### src/rtl/vlq_pkg.sv
package vlq_pkg;

  typedef enum logic [2:0] {
    ST_IDLE  = 3'd0,
    ST_CLKW  = 3'd1,
    ST_STRW  = 3'd2,
    ST_DONE  = 3'd3,
    ST_FAIL  = 3'd4
  } vlq_state_e;

  // Next consecutive-good count: a good sample extends the run, a bad one clears it.
  function automatic int unsigned run_after(input logic good, input int unsigned run);
    return good ? run + 1 : 0;
  endfunction

  // The run qualifies once it is strictly longer than the goal.
  function automatic logic run_complete(input int unsigned run, input int unsigned goal);
    return run > goal;
  endfunction

  // A phase expires when the poll number in progress exceeds the limit.
  function automatic logic poll_exhausted(input int unsigned poll_num, input int unsigned limit);
    return poll_num > limit;
  endfunction

endpackage

### src/rtl/vlq_tick_gen.sv
module vlq_tick_gen #(
  parameter int unsigned TICK_CYCLES = 4
) (
  input  logic clk,
  input  logic rst_n,
  input  logic restart,
  input  logic run_en,
  output logic tick
);
  localparam int unsigned CW = (TICK_CYCLES > 1) ? $clog2(TICK_CYCLES) : 1;
  localparam logic [CW-1:0] LAST = CW'(TICK_CYCLES - 1);

  logic [CW-1:0] cnt_q;

  always_ff @(posedge clk or negedge rst_n) begin
    if (!rst_n)       cnt_q <= '0;
    else if (restart) cnt_q <= '0;
    else if (run_en)  cnt_q <= (cnt_q == LAST) ? '0 : cnt_q + 1'b1;
  end

  assign tick = run_en && !restart && (cnt_q == LAST);

  generate
    if (TICK_CYCLES > 1) begin : g_spacing
      // ticks never come back to back when the period exceeds one cycle
      a_r2_tick_spacing: assert property (@(posedge clk) disable iff (!rst_n)
        tick |=> !tick);
    end
  endgenerate

endmodule

### src/rtl/vlq_poll_counter.sv
module vlq_poll_counter #(
  parameter int unsigned POLL_LIMIT = 10
) (
  input  logic clk,
  input  logic rst_n,
  input  logic clear,
  input  logic step,
  output logic expire_now
);
  import vlq_pkg::*;
  localparam int unsigned PW = $clog2(POLL_LIMIT + 2);

  logic [PW-1:0] polls_q;
  logic [PW:0]   poll_num;

  assign poll_num   = {1'b0, polls_q} + 1'b1;
  assign expire_now = step && poll_exhausted(int'(poll_num), POLL_LIMIT);

  always_ff @(posedge clk or negedge rst_n) begin
    if (!rst_n)                  polls_q <= '0;
    else if (clear)              polls_q <= '0;
    else if (step && !expire_now) polls_q <= poll_num[PW-1:0];
  end

  // the stored poll count never runs past the limit
  a_r7_poll_bound: assert property (@(posedge clk) disable iff (!rst_n)
    int'(polls_q) <= POLL_LIMIT);

  // a clear always brings the count back to zero
  a_r9_poll_clear: assert property (@(posedge clk) disable iff (!rst_n)
    clear |=> polls_q == '0);

endmodule

### src/rtl/vlq_run_counter.sv
module vlq_run_counter #(
  parameter int unsigned RUN_GOAL = 10
) (
  input  logic clk,
  input  logic rst_n,
  input  logic clear,
  input  logic step,
  input  logic good,
  output logic qualify_now
);
  import vlq_pkg::*;
  localparam int unsigned RW = $clog2(RUN_GOAL + 2);

  logic [RW-1:0] run_q;
  logic [RW:0]   run_nx;

  assign run_nx      = (RW+1)'(run_after(good, int'(run_q)));
  assign qualify_now = step && run_complete(int'(run_nx), RUN_GOAL);

  always_ff @(posedge clk or negedge rst_n) begin
    if (!rst_n)     run_q <= '0;
    else if (clear) run_q <= '0;
    else if (step && !qualify_now) run_q <= run_nx[RW-1:0];
  end

  // a bad sample empties the run
  a_r6_bad_clears: assert property (@(posedge clk) disable iff (!rst_n)
    (step && !good && !clear) |=> run_q == '0);

  // qualification only on a good sample
  a_r5_qualify_good: assert property (@(posedge clk) disable iff (!rst_n)
    qualify_now |-> good);

endmodule

### src/rtl/vid_lock_qual.sv
module vid_lock_qual #(
  parameter int unsigned TICK_CYCLES = 25000000,
  parameter int unsigned POLL_LIMIT  = 10,
  parameter int unsigned RUN_GOAL    = 10
) (
  input  logic clk,
  input  logic rst_n,
  input  logic start,
  input  logic pll_locked,
  input  logic stream_clk_ok,
  input  logic stream_active,
  output logic stream_ok,
  output logic timeout,
  output logic pll_error,
  output logic lost_lock,
  output logic video_en,
  output logic video_mute,
  output logic slave_timing
);
  import vlq_pkg::*;

  vlq_state_e state_q, state_d;
  logic timeout_q, pll_err_q, lost_q;

  // named internal events
  logic tick_w;
  logic go_w;          // start accepted with PLL locked
  logic clk_poll_w;    // a poll in the clock phase
  logic str_poll_w;    // a poll in the stream phase
  logic clk_good_w;
  logic clk_expire_w;
  logic str_expire_w;
  logic qualify_w;
  logic polling_w;
  logic poll_clear_w;

  assign go_w       = start && pll_locked;
  assign polling_w  = (state_q == ST_CLKW) || (state_q == ST_STRW);
  assign clk_poll_w = tick_w && (state_q == ST_CLKW);
  assign str_poll_w = tick_w && (state_q == ST_STRW);
  assign clk_good_w = clk_poll_w && stream_clk_ok;
  assign poll_clear_w = start || clk_good_w;

  vlq_tick_gen #(.TICK_CYCLES(TICK_CYCLES)) u_tick (
    .clk(clk), .rst_n(rst_n), .restart(start), .run_en(polling_w), .tick(tick_w)
  );

  vlq_poll_counter #(.POLL_LIMIT(POLL_LIMIT)) u_polls (
    .clk(clk), .rst_n(rst_n), .clear(poll_clear_w),
    .step((clk_poll_w && !stream_clk_ok) || (str_poll_w && !qualify_w)),
    .expire_now(clk_expire_w)
  );

  assign str_expire_w = clk_expire_w && (state_q == ST_STRW);

  vlq_run_counter #(.RUN_GOAL(RUN_GOAL)) u_run (
    .clk(clk), .rst_n(rst_n), .clear(start), .step(str_poll_w),
    .good(stream_active), .qualify_now(qualify_w)
  );

  always_comb begin
    state_d = state_q;
    if (start) begin
      state_d = pll_locked ? ST_CLKW : ST_FAIL;
    end else begin
      unique case (state_q)
        ST_CLKW: if (clk_good_w) state_d = ST_STRW;
                 else if (clk_expire_w) state_d = ST_FAIL;
        ST_STRW: if (qualify_w) state_d = ST_DONE;
                 else if (str_expire_w) state_d = ST_FAIL;
        default: state_d = state_q;
      endcase
    end
  end

  always_ff @(posedge clk or negedge rst_n) begin
    if (!rst_n) begin
      state_q   <= ST_IDLE;
      timeout_q <= 1'b0;
      pll_err_q <= 1'b0;
      lost_q    <= 1'b0;
    end else begin
      state_q <= state_d;
      if (start) begin
        timeout_q <= 1'b0;
        pll_err_q <= !pll_locked;
        lost_q    <= 1'b0;
      end else begin
        if ((state_q == ST_CLKW && clk_expire_w && !clk_good_w) || str_expire_w)
          timeout_q <= 1'b1;
        if (state_q == ST_DONE && !pll_locked)
          lost_q <= 1'b1;
      end
    end
  end

  assign stream_ok    = (state_q == ST_DONE);
  assign timeout      = timeout_q;
  assign pll_error    = pll_err_q;
  assign lost_lock    = lost_q;
  assign video_en     = (state_q == ST_STRW) || (state_q == ST_DONE);
  assign video_mute   = !video_en;
  assign slave_timing = video_en;

  // a PLL error only ever follows a start taken without lock
  a_r1_pll_err_cause: assert property (@(posedge clk) disable iff (!rst_n)
    $rose(pll_error) |-> $past(start && !pll_locked));

  // start without lock never leads into polling
  a_r1_no_poll: assert property (@(posedge clk) disable iff (!rst_n)
    (start && !pll_locked) |=> (!video_en && !stream_ok && !timeout));

  // the clock phase only moves on at a tick or a start
  a_r2_hold_between: assert property (@(posedge clk) disable iff (!rst_n)
    (state_q == ST_CLKW && !tick_w && !start) |=> state_q == ST_CLKW);

  // video path controls stay consistent
  a_r4_video_ctrl: assert property (@(posedge clk) disable iff (!rst_n)
    video_en |-> (!video_mute && slave_timing));

  // stable indication rises only on a good stream poll
  a_r5_ok_cause: assert property (@(posedge clk) disable iff (!rst_n)
    $rose(stream_ok) |-> $past(tick_w && stream_active));

  // success and failure flags never coexist
  a_r7_exclusive: assert property (@(posedge clk) disable iff (!rst_n)
    !(stream_ok && (timeout || pll_error)));

  // success is sticky without a new start
  a_r8_sticky: assert property (@(posedge clk) disable iff (!rst_n)
    (stream_ok && !start) |=> stream_ok);

endmodule

### config.mk
export PLATFORM = sky130hd
export DESIGN_NAME = vid_lock_qual
export DESIGN_NICKNAME = d
export VERILOG_FILES = /design/src/rtl/vlq_pkg.sv /design/src/rtl/vlq_tick_gen.sv /design/src/rtl/vlq_poll_counter.sv /design/src/rtl/vlq_run_counter.sv /design/src/rtl/vid_lock_qual.sv
export SDC_FILE = /design/constraint.sdc
export NUM_CORES = 1
export LEC_CHECK = 0
export BUFFER_PORTS_ARGS = -buffer_cell sky130_fd_sc_hd__buf_4
export CAP_MARGIN = 5
export CORE_ASPECT_RATIO = 0.8
export CORE_MARGIN = 2
export CORE_UTILIZATION = 61
export DETAILED_ROUTE_END_ITERATION = 16
export PLACE_DENSITY = 0.86
export SYNTH_ARGS = -nofsm -noshare
export SYNTH_HDL_FRONTEND = slang
export SYNTH_HIERARCHICAL = 1
export SYNTH_SLANG_ARGS = --single-unit
### constraint.sdc
create_clock -name clk -period 4.1 [get_ports clk]
set_input_delay 0.82 -clock clk [delete_from_list [all_inputs] [get_ports clk]]
set_output_delay 0.82 -clock clk [all_outputs]
set_load 0.02 [all_outputs]
==> flow_summary.json <==
{
  "status": "complete, no violations",
  "start_util": 0.646,
  "slowest_stage": "or4_4",
  "drive_above_1_share": 0.125,
  "critPathKind": "flop to flop",
  "worstSetupEndpoint": "state_q[1]",
  "critPathCaptureType": "flop",
  "required_ns": 4.31,
  "worst-path-stages": 13,
  "slowest_delay_ns": 0.56,
  "irDropWorstVdd_v": 0.000183,
  "swShare": 0.244,
  "setup_viol_count_final": 0,
  "netlist-cell-type-count": 62,
  "maxSlewViolCount": 0,
  "clkLatencyLatePin_ns": 0.29,
  "ff2ff_path_depth": 13,
  "io_pins": 13,
  "synth_xor_area_frac": 0.00352,
  "first_global_vias": 1954,
  "postSynthCellCount": 283,
  "antenna_left": 0,
  "postCtsSetupBuffers": 0,
  "hpwl_um": 3710,
  "critPathBufInv": 0,
  "synthFlopType": "dfrtp_1",
  "core_mm2": 0.00385,
  "final.period_utilization": 0.876,
  "grt_usage": 0.260,
  "clock_power_share": 0.361,
  "cts_made_buffers": 5,
  "antenna-diode-count": 0,
  "cts-resized-gates": 0,
  "clockRootBuffer": "clkbuf_8",
  "clk_pin_slew_ns": 0.07,
  "routed_wl_um": 5200,
  "tns_ns": 0,
  "clock_path_buffers": 2,
  "synthAdderAreaFrac": 0.0201,
  "slew_headroom": 0.454,
  "path_cells": "or4_4 > nor4_4 > nand2_1 > nor2_1 > nor3b_2 > nand2_1 > nor3_1 > o22ai_1 > and2_1 > nor3b_1 > or3b_1 > a21oi_1 > nor3_1",
  "synth_top_family_by_area": "simple AND/OR/NAND/NOR gates",
  "synth_enable_flop_cells": 0,
  "stdcell_count": 350,
  "cp_top_family": "simple AND/OR/NAND/NOR gates",
  "fmax_mhz": 278,
  "synth-simple-area-share": 0.303,
  "reg2reg_from": "u_tick/cnt_q[9]",
  "routed-wl-met2_um": 2310,
  "die_w_um": 75.4,
  "cts.htree.levels": 2,
  "crit_fanout": 6,
  "drtIter0Drc": 184,
  "syn_nets": 293,
  "crit_arrival_ns": 3.80,
  "power-per-cell-area_mw_per_mm2": 267,
  "nNetsFinal": 305,
  "antenna_found_initial": 0,
  "synthMuxAreaShare": 0.0231,
  "synth_area_per_cell_um2": 8.80,
  "vias_per_cell": 6.37,
  "cts.sinks": 39,
  "yosys.area.top_type_share": 0.392,
  "wl_met1_um": 2550,
  "p_leak_nw": 1.12,
  "num_vias": 2230,
  "min_path_type": "flop to flop",
  "dp.cells": 343,
  "drtPass1Iterations": 5,
  "r2r_setup_slack_ns": 0.51,
  "fin_crit_ns": 3.59,
  "p_int_mw": 0.542,
  "highest_layer": "met4",
  "synth.most_common_cell": "dfrtp_1",
  "rsz0062_at_grt": "no",
  "worstMarginPinSlew_ns": 0.816,
  "synth-seq-cells": 39,
  "finClkSkew_ns": 0.00716,
  "power_frac_seq": 0.552,
  "dieArea_mm2": 0.00461,
  "met3_length_um": 270,
  "ys_top_cells_by_count": "39 x dfrtp_1, 36 x nand2_1, 20 x nor2_1",
  "yosysSeqAreaShare": 0.392,
  "critPathLaunch": "u_tick/cnt_q[9]",
  "hold_buffers": 0,
  "grt_pass1_wl_um": 9060,
  "synth_compound_area_frac": 0.213,
  "drc": 0,
  "synthArstFlopShare": 1.00,
  "crit_path_start_kind": "flop",
  "rr_endpoint": "state_q[1]",
  "finalHoldViolCount": 0,
  "yosysWarnings": 6,
  "num_rows": 20,
  "wire_per_inst_um": 14.8,
  "synthesis.area_mm2": 0.00249,
  "yosys.area.top_type": "dfrtp_1",
  "globalplace.congestion": 0.848,
  "netlist_top_cells_area": "dfrtp_1 39%, nand2_1 5.4%, a31oi_1 4.8%",
  "grt_max_degree": 40,
  "overflow": 0,
  "combPwrFrac": 0.087,
  "die_y_um": 61.2,
  "switchingPower_mw": 0.175,
  "io_buffers": 12,
  "cts_tree": "done",
  "syn_to_final_growth_pct": 7.99,
  "max_cap_viol_count": 0
}
==> registers in the layout (all words and copies together) (netlist names) <==
| register | cells |
|---|---|
| lost_lock | 1 |
| pll_error | 1 |
| state_q | 3 |
| timeout | 1 |
| u_polls/polls_q | 4 |
| u_run/run_q | 4 |
| u_tick/cnt_q | 25 |
==> logic make-up (layout without fill, tap and decap cells) <==
kind of cell	after synthesis	count (layout)
flops	39	39
fa+ha+maj	4	4
buf+inv	20	32
compound gates	79	79
mux	5	5
xor+xnor	1	1
simple gates	135	135
==> metrics by stage <==
step	cell area [µm²]	hold slack (ns)	utilization	power [mW]	setup slack (ns)
floorplan	2490	0.450	-	0.441	0.851
global placement	2600	0.472	0.674	0.464	0.597
detailed placement	2600	0.472	0.674	0.465	0.352
CTS	2690	0.487	0.697	0.723	0.359
global route	2690	0.494	0.698	0.747	0.178
finish	2690	0.482	0.698	0.717	0.507
==> worst min path at each step <==
stage,startpoint,end,slack (ns),cells after the start
after floorplan,u_tick/cnt_q[22],u_tick/cnt_q[22],0.45,1
final,pll_error,pll_error,0.48,1
after global placement,pll_error,pll_error,0.47,1
after CTS,pll_error,pll_error,0.49,1
after detailed placement,pll_error,pll_error,0.47,1
after global routing,pll_error,pll_error,0.49,1
==> power by group through the flow <==
stage                     clock network (mW)  logic, mW  registers [mW]
after detailed placement                   0     0.0622           0.403
final                                  0.259     0.0628           0.396
after global routing                   0.280     0.0704           0.397
after CTS                              0.265     0.0626           0.396
after global placement                     0     0.0610           0.403
after floorplan                            0     0.0381           0.403
==> placed cells by master, fill, tap and decap left out, drive strengths merged, types with 2 or more instances in the layout <==
cell type  count
nand3         16
and3           4
nor2          20
or4            2
nor3           6
clkbuf         6
nor3b          4
a211oi         4
or3b           3
a21oi         17
inv           10
nand2b         7
and2b          4
a2111oi        2
nor4           6
buf           15
a21o           3
nand2         36
and2           3
nor2b          8
ha             4
a41oi          3
nand4          7
mux2           3
mux2i          2
a221o          2
and4           3
dfrtp         39
o21ai         15
a31oi         19
a22o           3
==> metal layers <==
metal,vias up,GRT usage
li1,1084,-
met1,1078,0.378
met2,61,0.394
met3,7,0.0540
met4,0,0.0827
met5,-,0
==> final cells by class <==
cell class | count | area (µm²)
Clock buffer | 6 | 82.6
Tap cell | 55 | 68.8
Multi-Input combinational cell | 224 | 1410
Timing Repair Buffer | 15 | 113
Fill cell | 334 | 1160
Inverter | 10 | 37.5
Clock inverter | 1 | 5.00
Sequential cell | 39 | 976
(Power assumes the default switching activity.)
